## src/rtl/crb_pkg.sv

```systemverilog
package crb_pkg;
  localparam int DATA_W = 32;
  localparam int OFF_W  = 12;
  localparam int N_CFG  = 5;

  localparam logic [OFF_W-1:0] OFF_LOC_STATE = 12'h000;
  localparam logic [OFF_W-1:0] OFF_LOC_CTRL  = 12'h008;
  localparam logic [OFF_W-1:0] OFF_LOC_STS   = 12'h00C;
  localparam logic [OFF_W-1:0] OFF_IF_ID     = 12'h030;
  localparam logic [OFF_W-1:0] OFF_IF_ID2    = 12'h034;
  localparam logic [OFF_W-1:0] OFF_CTRL_REQ  = 12'h040;
  localparam logic [OFF_W-1:0] OFF_CTRL_STS  = 12'h044;
  localparam logic [OFF_W-1:0] OFF_CANCEL    = 12'h048;
  localparam logic [OFF_W-1:0] OFF_START     = 12'h04C;
  localparam logic [OFF_W-1:0] OFF_BUF       = 12'h080;

  localparam logic [DATA_W-1:0] IF_ID_VALUE  = 32'h0002_5811;

  typedef enum logic [2:0] {CFG_CSIZE, CFG_CLO, CFG_CHI, CFG_RSIZE, CFG_RADDR} cfg_idx_e;

  function automatic logic [OFF_W-1:0] cfg_offset(input int i);
    case (i)
      0:       return 12'h058;
      1:       return 12'h05C;
      2:       return 12'h060;
      3:       return 12'h064;
      default: return 12'h068;
    endcase
  endfunction

  function automatic logic [DATA_W-1:0] cfg_reset(input int i,
      input logic [DATA_W-1:0] base, input logic [DATA_W-1:0] aper);
    case (i)
      0, 3:    return aper - {20'd0, OFF_BUF};
      2:       return '0;
      default: return base + {20'd0, OFF_BUF};
    endcase
  endfunction
endpackage

```

## src/rtl/crb_locality.sv

```systemverilog
module crb_locality
  import crb_pkg::*;
(
  input  logic              clk,
  input  logic              rst_n,
  input  logic              ctrl_hit,
  input  logic [DATA_W-1:0] wdata,
  output logic              assigned,
  output logic              granted,
  output logic              seized
);
  always_ff @(posedge clk) begin
    if (!rst_n) begin
      assigned <= 1'b0;
      granted  <= 1'b0;
      seized   <= 1'b0;
    end else if (ctrl_hit) begin
      case (wdata)
        32'd1: begin
          assigned <= 1'b1;
          granted  <= 1'b1;
          seized   <= 1'b0;
        end
        32'd2: begin
          assigned <= 1'b0;
          granted  <= 1'b0;
        end
        default: ;
      endcase
    end
  end
endmodule

```

## src/rtl/crb_cmd_ctrl.sv

```systemverilog
module crb_cmd_ctrl
  import crb_pkg::*;
(
  input  logic              clk,
  input  logic              rst_n,
  input  logic              req_hit,
  input  logic              start_hit,
  input  logic              cancel_hit,
  input  logic [DATA_W-1:0] wdata,
  input  logic              loc_ok,
  input  logic              be_done,
  input  logic              be_ok,
  output logic              idle,
  output logic              err,
  output logic              start_q,
  output logic              be_req,
  output logic              be_cancel
);
  logic one_val;
  assign one_val = (wdata == 32'd1);

  always_ff @(posedge clk) begin
    if (!rst_n) begin
      idle      <= 1'b1;
      err       <= 1'b0;
      start_q   <= 1'b0;
      be_req    <= 1'b0;
      be_cancel <= 1'b0;
    end else begin
      be_req    <= 1'b0;
      be_cancel <= 1'b0;
      if (req_hit) begin
        if (one_val)                 idle <= 1'b0;
        else if (wdata == 32'd2)     idle <= 1'b1;
      end
      if (start_hit && one_val && !start_q && loc_ok) begin
        start_q <= 1'b1;
        be_req  <= 1'b1;
      end
      if (cancel_hit && one_val && start_q)
        be_cancel <= 1'b1;
      if (start_q && be_done) begin
        start_q <= 1'b0;
        if (!be_ok) err <= 1'b1;
      end
    end
  end
endmodule

```

## src/rtl/crb_cfg_regs.sv

```systemverilog
module crb_cfg_regs
  import crb_pkg::*;
#(
  parameter logic [DATA_W-1:0] BASE_ADDR = 32'hFED4_0000,
  parameter logic [DATA_W-1:0] APERTURE  = 32'h0000_1000
) (
  input  logic                         clk,
  input  logic                         rst_n,
  input  logic                         wr_en,
  input  logic [OFF_W-1:0]             off,
  input  logic [DATA_W-1:0]            wdata,
  output logic [N_CFG-1:0][DATA_W-1:0] cfg
);
  for (genvar i = 0; i < N_CFG; i++) begin : g_cfg
    localparam logic [OFF_W-1:0]  MY_OFF = cfg_offset(i);
    localparam logic [DATA_W-1:0] MY_RST = cfg_reset(i, BASE_ADDR, APERTURE);
    always_ff @(posedge clk) begin
      if (!rst_n)                      cfg[i] <= MY_RST;
      else if (wr_en && off == MY_OFF) cfg[i] <= wdata;
    end
  end
endmodule

```

## src/rtl/crb_regif.sv

```systemverilog
module crb_regif
  import crb_pkg::*;
#(
  parameter int                ADDR_W    = 15,
  parameter logic [31:0]       BASE_ADDR = 32'hFED4_0000,
  parameter logic [31:0]       APERTURE  = 32'h0000_1000,
  parameter logic [15:0]       VENDOR_ID = 16'h1D5A
) (
  input  logic              clk,
  input  logic              rst_n,
  input  logic              bus_wr,
  input  logic [ADDR_W-1:0] bus_addr,
  input  logic [31:0]       bus_wdata,
  output logic [31:0]       bus_rdata,
  output logic              be_req,
  output logic              be_cancel,
  input  logic              be_done,
  input  logic              be_ok,
  input  logic              be_established
);
  localparam int LOC_W = ADDR_W - OFF_W;

  logic [OFF_W-1:0] off;
  logic [LOC_W-1:0] writer_loc;
  logic             reg_wr;
  logic             assigned, granted, seized;
  logic             idle, err, start_q, loc_ok;
  logic [2:0]       active_loc;
  logic [N_CFG-1:0][DATA_W-1:0] cfg;

  assign off        = bus_addr[OFF_W-1:0];
  assign writer_loc = bus_addr[ADDR_W-1:OFF_W];
  assign reg_wr     = bus_wr && (off < OFF_BUF);
  assign active_loc = 3'd0;
  assign loc_ok     = assigned && (writer_loc == LOC_W'(active_loc));

  crb_locality u_loc (
    .clk(clk), .rst_n(rst_n),
    .ctrl_hit(reg_wr && off == OFF_LOC_CTRL),
    .wdata(bus_wdata),
    .assigned(assigned), .granted(granted), .seized(seized)
  );

  crb_cmd_ctrl u_cmd (
    .clk(clk), .rst_n(rst_n),
    .req_hit(reg_wr && off == OFF_CTRL_REQ),
    .start_hit(reg_wr && off == OFF_START),
    .cancel_hit(reg_wr && off == OFF_CANCEL),
    .wdata(bus_wdata), .loc_ok(loc_ok),
    .be_done(be_done), .be_ok(be_ok),
    .idle(idle), .err(err), .start_q(start_q),
    .be_req(be_req), .be_cancel(be_cancel)
  );

  crb_cfg_regs #(.BASE_ADDR(BASE_ADDR), .APERTURE(APERTURE)) u_cfg (
    .clk(clk), .rst_n(rst_n),
    .wr_en(reg_wr), .off(off), .wdata(bus_wdata), .cfg(cfg)
  );

  always_comb begin
    bus_rdata = '0;
    case (off)
      OFF_LOC_STATE: bus_rdata = {24'd0, 1'b1, 2'b00, active_loc, assigned, ~be_established};
      OFF_LOC_STS:   bus_rdata = {30'd0, seized, granted};
      OFF_IF_ID:     bus_rdata = IF_ID_VALUE;
      OFF_IF_ID2:    bus_rdata = {16'd0, VENDOR_ID};
      OFF_CTRL_STS:  bus_rdata = {30'd0, idle, err};
      OFF_START:     bus_rdata = {31'd0, start_q};
      default: begin
        for (int i = 0; i < N_CFG; i++)
          if (off == cfg_offset(i)) bus_rdata = cfg[i];
      end
    endcase
  end
endmodule

```

## config.mk

```make
export PLATFORM = sky130hd
export DESIGN_NAME = crb_regif
export DESIGN_NICKNAME = d
export VERILOG_FILES = /design/src/rtl/crb_pkg.sv /design/src/rtl/crb_locality.sv /design/src/rtl/crb_cmd_ctrl.sv /design/src/rtl/crb_cfg_regs.sv /design/src/rtl/crb_regif.sv
export SDC_FILE = /design/constraint.sdc
export NUM_CORES = 1
export LEC_CHECK = 0
export ABC_AREA = 0
export ABC_CLOCK_PERIOD_IN_PS = 4000
export BUFFER_PORTS_ARGS = -buffer_cell sky130_fd_sc_hd__buf_2
export CAP_MARGIN = 20
export CORE_ASPECT_RATIO = 1.4
export CORE_MARGIN = 4
export CORE_UTILIZATION = 55
export CTS_CLUSTER_DIAMETER = 30
export DETAILED_ROUTE_END_ITERATION = 8
export PLACE_DENSITY = 0.76
export SETUP_SLACK_MARGIN = 0.2
export SYNTH_ARGS = -nofsm -noshare
export SYNTH_HDL_FRONTEND = slang
export SYNTH_SLANG_ARGS = --single-unit
```

## constraint.sdc

```tcl
create_clock -name clk -period 4 [get_ports clk]
set_clock_uncertainty 0.1 [all_clocks]
set_input_delay 0.8 -clock clk [delete_from_list [all_inputs] [get_ports clk]]
set_output_delay 0.8 -clock clk [all_outputs]
set_load 0.03 [all_outputs]
```

Word level (Yosys, flattened, before mapping)
Index checks and enable logic that the tools add are counted.
Widths: inputs -> output; s select.

cells by class
  order comparisons = 1
  equality and inequality tests = 20
  multiplexer cells = 16
  bitwise operators = 3
  reductions and logical operators = 26

operators with widths
  operator             number
  $pmux 32 s6          1
  $mux 32              5
  $eq 12x7->1 const B  9
  $eq 12x12->1         5
  $mux 12              5
  $eq 32x1->1 const B  1
  $eq 32x2->1 const B  1
  $eq 12x4->1 const B  2
  $eq 12x6->1 const B  2
  $logic_and 1x1->1    17
  $logic_not 12->1     1
  $lt 12x8->1 const B  1
  $reduce_and 2->1     3
  $reduce_or 6->1      1
  $mux 1               4
  $logic_not 3->1      1
  $not 1->1            3
  $pmux 1 s2           1
  $reduce_bool 2->1    1
  $reduce_or 2->1      1
  $logic_not 1->1      1

word-level totals
  bits in registers = 166
  bits of input ports = 53

Depth between registers and ports, before layout
Gate-level depths: netlist of the first run.

  depth after elaboration = 10
  mapped depth = 9

By module
From an unflattened synthesis of the first run, not the netlist that was laid out.

unflattened totals
  cells, all modules = 916
  area, all modules = 8,453.1 µm²

modules (own cells, without submodules)
  module        times used  cells each  area each (µm²)
  crb_cfg_regs  1           591         6,082.1
  crb_regif     1           275         1,960.6
  crb_cmd_ctrl  1           30          249.0
  crb_locality  1           20          161.4

Least setup slack after synthesis of the first run
Ideal clock, no wire load.

  path type = in2out
  from = in bus_addr[1]
  to = out bus_rdata[11]
  data arrival time = 2.668 ns
  data required time = 3.100 ns
  setup slack = 0.432 ns
  stages on the path = 6
  path through = buf_2 > or4_1 > nor3_1 > buf_2 > a211oi_1 > o21ai_0

between the ends
  word-level cells in the longest chain between the ends = 7
  elaborated cells on any way between the ends = 17
  those cells by class = 10 x eq/ne; 6 x mux; 1 x reduce/logical

ends and longest elaborated chain
  what                  line             text
  from (decl)           crb_regif.sv:12  input logic [ADDR_W-1:0] bus_addr,
  $eq 12x12->1          crb_regif.sv:71  if (off == cfg_offset(i)) bus_rdata = cfg[i];
  $mux 32 (5 in a row)  crb_regif.sv:71
  $pmux 32 s6 *         crb_regif.sv:62  case (off)
  to (decl)             crb_regif.sv:14  output logic [31:0] bus_rdata,

Every way passes the cells marked *; elsewhere a longest branch is shown, timed or not.

Worst setup path after layout of the first run
  from = in bus_addr[10]
  to = out bus_rdata[7]

The elaborated chain is that of the path after synthesis.

==> results of run 1 <==
logic make-up after synthesis:
logic type / after synthesis
DFF: 166
muxes: 8
and+or+nand+nor: 537
buffers and inverters: 91
AOI/OAI and AO/OA: 249
power breakdown:
group,internal (mW),switching (mW),total (mW)
combinational,0.0601,0.102,0.162
sequential,1.65,0.000991,1.66
clock,0.881,0.659,1.54
layer usage:
metal / share of wire [%] / vias to the layer above / wire length (um) / global-route usage (%)
met5: 0 / - / 0 / 0
met1: 39 / 3674 / 9200 / 36.0
met3: 7.4 / 70 / 1740 / 5.67
li1: - / 3713 / - / -
met2: 49 / 334 / 11600 / 48.8
met4: 4.1 / 0 / 959 / 14.1
layout by cell type (no fill, tap or decap), types with 32 or more instances in the layout:
cell type    n
o21ai_0     32
a21boi_0    64
a21oi_1     49
dfxtp_1    166
buf_2       85
buf_4       48
nand2_1    374
nand3_1     58
a21boi_1    62
nor2_1      51
worst min-delay path by stage:
| stage | slack (ns) | cells past startpoint | to |
|---|---|---|---|
| after floorplan | 0.33 | 2 | u_cfg.cfg[70]$_SDFFE_PN0P_ |
| after global placement | 0.34 | 2 | u_cfg.cfg[81]$_SDFFE_PN0P_ |
| after detailed placement | 0.34 | 2 | u_cfg.cfg[70]$_SDFFE_PN0P_ |
| after CTS | 0.35 | 2 | u_cfg.cfg[70]$_SDFFE_PN0P_ |
| after global routing | 0.36 | 2 | u_cfg.cfg[70]$_SDFFE_PN0P_ |
| final | 0.35 | 2 | u_cfg.cfg[109]$_SDFFE_PN0P_ |
area by class of cell:
cell class	count	share of cell area [%]
Multi-Input combinational cell	794	45.7
Inverter	6	0.246
Clock inverter	9	0.752
Timing Repair Buffer	135	9.03
Clock buffer	23	5.45
Tap cell	185	2.53
Sequential cell	166	36.3
stage by stage:
step | cell area [um2] | utilization, % | setup slack, ns | hold WS, ns | power, mW
global placement | 8580 | 61.4 | 0.424 | 0.338 | 1.85
floorplan | 7850 | - | 0.432 | 0.328 | 1.77
finish | 9150 | 65.4 | 0.317 | 0.347 | 3.36
global route | 9150 | 65.4 | 0.250 | 0.362 | 3.45
detailed placement | 8580 | 61.4 | 0.374 | 0.341 | 1.85
CTS | 9150 | 65.4 | 0.362 | 0.349 | 3.37
critical path, stage by stage:
cell     delay, ns
buf_2         0.12
nor4_4        0.33
buf_12        0.23
nand4_1       0.37
o21ai_0       0.30
a21oi_1       0.08
o21ai_0       0.29
buf_2         0.26
state kept, by name, summed over array words and instances (netlist names):
name / flops
u_cmd.start_q: 1
u_cmd.idle: 1
u_cmd.be_req: 1
u_loc.assigned: 1
u_cmd.err: 1
u_cfg.cfg: 160
u_cmd.be_cancel: 1
==> impl_results.md, run 1 <==
* Clock Latency Late Sink at 0.42 ns
* Yosys top cell by area: dfxtp_1
* Post-synth top area share at 42.3%
* # port buffers at between 80 and 90
* Actual slew at the worst max-slew pin at about 0.59 ns
* DRT antenna net count at 0
* Drt initial violations at 596
* Asr flop ratio synth at 0%
* Min Tclk post-route at about 3.7 ns
* Crit Path Class: input port to primary output
* Synthesized area per cell at 7.47 um2
* Kind of launch point of the worst setup path: input port
* Leak Pwr at approximately 3.5 nW
* Maximum clock frequency at between 200 and 300 MHz
* Footprint of the multi-input gates at roughly 4200 um2
* WL per Instance at approximately 18 um
* Mux share of post-synthesis cell area at under 10%
* Mapped Nets at 1,104
* Clock-pin slew on the worst setup and hold paths at around 0.06 ns
* Final worst-path cycle share at between 90 and 100%
* Count leader, synth: nand2_1
* Critical path required time at 3.10 ns
* Synth warn at 0
* Placed Instances at roughly 1,300
* Drt first pass iters at 6
* Setup Fix Bufs, Post-CTS at 0
* Top_reg_cell synth: dfxtp_1
* Mapped Cells at 1,051
* Post-Synth XOR/XNOR Area at 0%
* Largest net degree at the start of global routing at 110
* I/O pin count at a little under 90
* Num CTS Buffers at 17
* First-pass GRT wire length at between 30 and 40 mm
* Worst hold start: u_cfg.cfg[109]$_SDFFE_PN0P_
* Congestion Overflow GR at 0
* CP Capture Point: bus_rdata[7]
* Max rail drop VDD at 0.348 mV
* Cts hold-fix bufs at 0
* Sink Count at roughly 170
* Max_slew headroom at between 60% and 70%
* RSZ-0062 raised after global routing: no
* Vias per Instance at about 5.9
* Cell Area, Synth at just under 8000 um2
* Commonest cells in the netlist: 374 x nand2_1, 166 x dfxtp_1, 64 x a21boi_0
* Nets at about 1,200
* Final Hold Viols at 0
* Final Non-Filler Cells at around 1,300
* Worst Setup SP: bus_addr[10]
* DP HPWL at 15.9 mm
* Worst-path maximum fanout at 32
* Die area at about 16,000 um2
* Routability cong. at 0.863
* DR vias at slightly below 8,000
* Worst R2R Setup Slack at ~2.9 ns
* Initial antenna violation count at 0
* CTS tree: done
* Post-synthesis simple-gate area fraction at between 20% and 30%
* Total negative slack at 0 ns
* Diodes inserted at 0
* Final Slew Violations at 0
* Root Buffer: clkbuf_16
* FF+latch count, synth at around 170
* Total track usage at 29.3%
* # fillers at between 1,000 and 1,500
* Die Y at between 100 and 150 um
* Worst reg2reg path depth at 3
* Reg area at approximately 3300 um2
* Largest cells by area after synthesis: dfxtp_1 42%, nand2_1 18%, a21boi_0 6.1%, a21boi_1 5.9%, nand3_1 3.7%
* Initial core utilization at 56.2%
* Hold Crit Class: flop to flop
* CP Capture Type: primary output
* Final WL at between 20 and 25 mm
* Die width at around 110 um
* Worst Path Arrival at approximately 2.8 ns
* Share of cells above drive strength 1 at between 10% and 20%
* Synth cell types at 50
* Seq/Total Area, Yosys at roughly 42%
* R2R Path End: u_cmd.start_q$_SDFFE_PP0P_
* Max-cap check violation count at 0
* Main combinational cell family by area after synthesis: simple AND/OR/NAND/NOR gates
* Status: finished, final reports clean
* RR Startpoint: u_loc.assigned$_SDFFE_PN0P_
* Final setup viols at 0
* Drt drc at 0
* Compound-Gate Fraction of Synth Area at 21.9%
* Post-synth EDFFs at 0
* Area grow syn2layout at 16.5%
* H-tree depth at 4
* Clk buf depth at 2
* Pwr Density at approximately 370 nW/um2
* Post-synthesis adder-cell area fraction at 0%
* Cts repair resizes at 0
* Rows at a little over 50
* Vias in the first global route at 7,271
* Core area at around 14,000 um2
No activity file was read; power rests on OpenSTA's default activity.
==> inputs of run 2 (changes only) <==
- CAP_MARGIN: 20 -> not set
- CORE_ASPECT_RATIO: 1.4 -> 2
- TNS_END_PERCENT: not set -> 10
==> impl_results.md, run 2 (synthesis results as in run 1) <==
* Status: finished, final reports clean
* CP top delay family: simple AND/OR/NAND/NOR gates
* Power Total at 3.60 mW (+7.3%)
* Initial core utilization at 56.2% (about the same)
* Hold_ws at 0.351 ns (+0.00339 ns)
* H-tree depth at 4 (unchanged)
* Kind of launch point of the worst setup path: input port
* Vias per Instance at 6.09 (+3.1%)
* Worst Path Arrival at 2.79 ns (about the same)
* WP buf/inv at 3 (unchanged)
* CTS tree: done
* Setup WS pre-CTS at 0.321 ns (-0.0526 ns)
* Min Tclk post-route at 3.69 ns (+0.00989 ns)
* Max incr delay on CP at 0.69 ns (+0.32 ns)
* Final worst-path cycle share at 92.3% (+0.25 points)
* Crit path max-delay cell type: or4_1
* I/O pin count at 87 (unchanged)
* Drt first pass iters at 6 (unchanged)
* Placed cell area at 8640 um2 (+0.71%)
* Final setup viols at 0 (unchanged)
* Total negative slack at 0 ns (unchanged)
* Worst path cell trace: buf_2, or4_1, nor4b_2, buf_4, o21ai_0, a21oi_1, o21ai_0, buf_2
* CP Capture Type: primary output
* WL per Instance at 19.3 um (+8.1%)
* Final WL at 25.5 mm (+8.3%)
* DR vias at 8,051 (+3.3%)
* Reg with most FFs: u_cfg.cfg
* # fillers at 1,218 (+2.3%)
* Critical path required time at 3.10 ns (about the same)
* Die Y at 177 um (+18%)
* Share of cells above drive strength 1 at 15.7% (-0.074 points)
* Commonest non-fill, non-tap cells in the layout: 374 x nand2_1, 166 x dfxtp_1, 85 x buf_2
* Placed Instances at 1,288 (+0.16%)
* Clock-pin slew on the worst setup and hold paths at 0.06 ns (about the same)
* Footprint of the multi-input gates at 4180 um2 (+0.21%)
* Reg area at 3320 um2 (unchanged)
* Initial antenna violation count at 0 (unchanged)
* RSZ-0062 raised after global routing: no
* Area grow syn2layout at 18.3%
* Most common cell after layout, fill and taps aside: nand2_1
* # port buffers at 86 (unchanged)
* Congestion Overflow GR at 0 (unchanged)
* Final Core Density at 66.5% (+1.0 points)
* Max-cap check violation count at 0 (unchanged)
* Final Non-Filler Cells at 1,321 (+0.23%)
* Final Hold Viols at 0 (unchanged)
* Drt drc at 0 (unchanged)
* DP HPWL at 17.1 mm (+7.4%)
* Core area at 14,000 um2 (about the same)
* Cts repair resizes at 0 (unchanged)
* Worst-path maximum fanout at 6 (-81%)
* Nets at 1,172 (-0.085%)
* Root Buffer: clkbuf_16
* Routability cong. at 0.878 (+1.7%)
* Die width at 92.5 um (-15%)
* Clock Latency Late Sink at 0.42 ns (about the same)
* Vias in the first global route at 7,789 (+7.1%)
* Clk buf depth at 2 (unchanged)
* Final Slew Violations at 0 (unchanged)
* Leak Pwr at 3.51 nW (+1.4%)
* Drt initial violations at 831 (+39%)
* Num CTS Buffers at 17 (unchanged)
* DRT antenna net count at 0 (unchanged)
* Max reg flops at 160 (unchanged)
* Actual slew at the worst max-slew pin at 0.652 ns (+0.0628 ns)
* Largest net degree at the start of global routing at 106 (-3.6%)
* Pwr Density at 388 nW/um2 (+5.7%)
* Diodes inserted at 0 (unchanged)
* Final instance area at 9280 um2 (+1.5%)
* Die area at 16,400 um2 (+0.55%)
* Sink Count at 166 (unchanged)
* Rows at 61 (+20%)
* Hold Crit Class: flop to flop
* First-pass GRT wire length at 40.4 mm (+8.3%)
* Crit Path Class: input port to primary output
* Total track usage at 31.7% (+2.4 points)
* Final setup margin at 0.307 ns (-0.00989 ns)
* Maximum clock frequency at 271 MHz (-0.27%)
* Max_slew headroom at 56.2% (-4.2 points)
* Max rail drop VDD at 0.297 mV (-15%)
[run 2: area by class of cell]
type	instances	share of cell area (%)
sequential	166	35.8
timing repair buffer	134	9.49
tap	189	2.55
clock buffer	19	4.77
inverter	6	0.243
multi-input combinational	794	45.1
clock inverter	13	2.09
[run 2: path summary, 6_finish.rpt]
kind,startpoint,end,slack (ns),depth (start not counted)
setup / recovery,bus_addr[10],bus_rdata[14],0.31,8
hold / removal,u_cfg.cfg[117]$_SDFFE_PN0P_,u_cfg.cfg[117]$_SDFFE_PN0P_,0.35,2
setup reg to reg,u_loc.assigned$_SDFFE_PN0P_,u_cmd.start_q$_SDFFE_PP0P_,2.82,3
hold reg to reg,u_cfg.cfg[117]$_SDFFE_PN0P_,u_cfg.cfg[117]$_SDFFE_PN0P_,0.35,2
[run 2: worst reg2reg max path, delay by kind of cell, from the launching register on]
kind / cells / cell delay (ns)
AOI/OAI and AO/OA: 1 / 0.19
DFF: 1 / 0.44
and+or+nand+nor: 2 / 0.36
[run 2: metal layers]
layer  global-route usage (%)  wire, um  vias to the layer above
li1                         -         -                     3710
met1                     34.7      9000                     3805
met2                     56.1     13200                      417
met3                     5.23      1850                      119
met4                     19.8      1460                        0
met5                        0         0                        -
[run 2: what timing repair did]
item                       4_1_cts  5_1_grt
hold buffers                     0        0
setup endpoints to repair        0        1
setup buffers                    0        1
[run 2: power by group]
part | internal (mW) | total, mW | switching [mW] | leakage, nW
Combinational | 0.0613 | 0.168 | 0.106 | 1.87
Sequential | 1.65 | 1.66 | 0.00103 | 1.34
Clock | 1.07 | 1.78 | 0.705 | 0.308
Total | 2.79 | 3.60 | 0.812 | 3.51
==> inputs of run 3 (changes only) <==
- MAX_ROUTING_LAYER: not set -> met4
==> impl_results.md, run 3 (synthesis results as in run 1) <==
* Worst path cell trace: buf_2, nor4bb_2, buf_4, nand4_1, o21ai_0, a21oi_1, o221ai_1, buf_2
* Gate power share at 4.9% (+0.2 points)
* Final Slew Violations at 0 (unchanged)
* H-tree depth at 4 (unchanged)
* Most common cell after layout, fill and taps aside: nand2_1
* Actual slew at the worst max-slew pin at 0.652 ns (-0.0000934 ns)
* Vias per Instance at 5.98 (-1.9%)
* Max incr delay on CP at 0.39 ns (-0.30 ns)
* Met1 WL at 9.26 mm (+2.9%)
* Root Buffer: clkbuf_16
* Diodes inserted at 0 (unchanged)
* Sink Count at 166 (unchanged)
* Clock-pin slew on the worst setup and hold paths at 0.06 ns (about the same)
* Routability cong. at 0.923 (+5.1%)
* Max-cap check violation count at 0 (unchanged)
* CP top delay family: buffers and inverters
* Metal2 WL at 13.0 mm (-1.1%)
* Max_slew headroom at 56.2% (about the same)
* Status: finished, final reports clean
* Worst hold start: u_cfg.cfg[4]$_SDFFE_PN0P_
* Final WL at 25.4 mm (-0.33%)
* Worst Path Arrival at 2.79 ns (about the same)
* Worst-path maximum fanout at 17 (+11)
* Placed Instances at 1,290 (+0.16%)
* Drt drc at 0 (unchanged)
* DRT antenna net count at 0 (unchanged)
* Congestion Overflow GR at 0 (unchanged)
* Clk buf depth at 2 (unchanged)
* Share of cells above drive strength 1 at 15.7% (about the same)
* Highest metal used: met4
* Core area at 14,000 um2 (unchanged)
* Total negative slack at 0 ns (unchanged)
* Cts repair resizes at 0 (unchanged)
* Final Hold Viols at 0 (unchanged)
* Final worst-path cycle share at 92.4% (about the same)
* Initial antenna violation count at 0 (unchanged)
* Metal3 WL at 1.52 mm (-18%)
* Crit path max-delay cell type: nand4_1
* Initial core utilization at 56.2% (unchanged)
* Hold Crit Class: flop to flop
* DR vias at 7,908 (-1.8%)
* Largest net degree at the start of global routing at 160 (+51%)
* Nets at 1,173 (+0.085%)
* Most frequent CP cell: buf_2
* Switching Share at 22.9% (+0.33 points)
* Die Y at 177 um (unchanged)
* Share of power burned in registers at 47.7% (+1.8 points)
* Critical path required time at 3.10 ns (about the same)
* WL per Instance at 19.2 um (-0.40%)
* Internal power at 2.68 mW (-4.1%)
* Die width at 92.5 um (unchanged)
* DP HPWL at 17.0 mm (-0.71%)
* Kind of launch point of the worst setup path: input port
* Power Total at 3.47 mW (-3.7%)
* Worst Setup SP: bus_addr[7]
* Final Non-Filler Cells at 1,322 (+0.076%)
* Die area at 16,400 um2 (unchanged)
* Max rail drop VDD at 0.316 mV (+6.7%)
* I/O pin count at 87 (unchanged)
* # port buffers at 86 (unchanged)
* Num CTS Buffers at 17 (unchanged)
* Clock Latency Late Sink at 0.42 ns (about the same)
* CTS tree: done
* Power share of the clock group at 47.4% (-2.0 points)
* Vias in the first global route at 7,636 (-2.0%)
* RSZ-0062 raised after global routing: no
* Min Tclk post-route at 3.69 ns (+0.00122 ns)
* Area grow syn2layout at 17.6%
* Commonest non-fill, non-tap cells in the layout: 374 x nand2_1, 166 x dfxtp_1, 85 x buf_2
* Reg with most FFs: u_cfg.cfg
* WP buf/inv at 3 (unchanged)
* CP Capture Type: primary output
* Net Switching at 794 uW (-2.3%)
* Rows at 61 (unchanged)
* Crit Path Class: input port to primary output
* First-pass GRT wire length at 40.4 mm (-0.12%)
* Setup Fix Bufs, Post-CTS at 0 (unchanged)
* Final setup margin at 0.305 ns (-0.00122 ns)
* Total track usage at 32.7% (+0.96 points)
* Max reg flops at 160 (unchanged)
* Pwr Density at 376 nW/um2 (-3.2%)
* Drt first pass iters at 7 (+1)
* Leak Pwr at 3.49 nW (-0.71%)
* Drt initial violations at 680 (-18%)
* Maximum clock frequency at 271 MHz (about the same)
* Cts hold-fix bufs at 0 (unchanged)
* RR Startpoint: u_loc.assigned$_SDFFE_PN0P_
* Final setup viols at 0 (unchanged)
* Setup WS pre-CTS at 0.328 ns (+0.00689 ns)
run 3: metrics by stage:
stage	area, um2	hold slack, ns	util (%)
after floorplan	7850	0.328	-
after global placement	8640	0.337	61.9
after detailed placement	8640	0.343	61.9
after CTS	9230	0.352	66.1
after global routing	9230	0.369	66.1
final	9230	0.353	66.1
run 3: power by group through the flow:
stage	clock [mW]	combinational [mW]	sequential [mW]
CTS	1.65	0.164	1.66
detailed placement	0	0.164	1.69
global route	1.72	0.178	1.65
global placement	0	0.164	1.69
floorplan	0	0.0753	1.69
finish	1.65	0.168	1.66
run 3: worst min-delay path, cell delays in order (launching register included):
cell      delay [ns]
dfxtp_1         0.31
nand2_1         0.05
a21boi_1        0.05
run 3: cell type report:
| type | count | area, um2 |
|---|---|---|
| repair buffers | 135 | 876 |
| well taps | 189 | 236 |
| multi-input cells | 794 | 4190 |
| clock buffers | 22 | 464 |
| clock inverters | 10 | 120 |
| flip-flops and latches | 166 | 3320 |
| fillers | 1255 | 4740 |
| inverters | 6 | 22.5 |
run 3: layer usage:
| metal | vias up | track usage [%] |
|---|---|---|
| met1 | 3717 | 35.3 |
| met4 | 0 | 19.7 |
| met2 | 384 | 56.3 |
| li1 | 3705 | - |
| met5 | - | - |
| met3 | 102 | 4.38 |
run 3: final timing paths:
check	slack (ns)	cells after the start	endpoint
max reg2reg	2.87	3	u_cmd.start_q$_SDFFE_PP0P_
min reg2reg	0.35	2	u_cfg.cfg[4]$_SDFFE_PN0P_
max	0.31	8	bus_rdata[1]
min	0.35	2	u_cfg.cfg[4]$_SDFFE_PN0P_
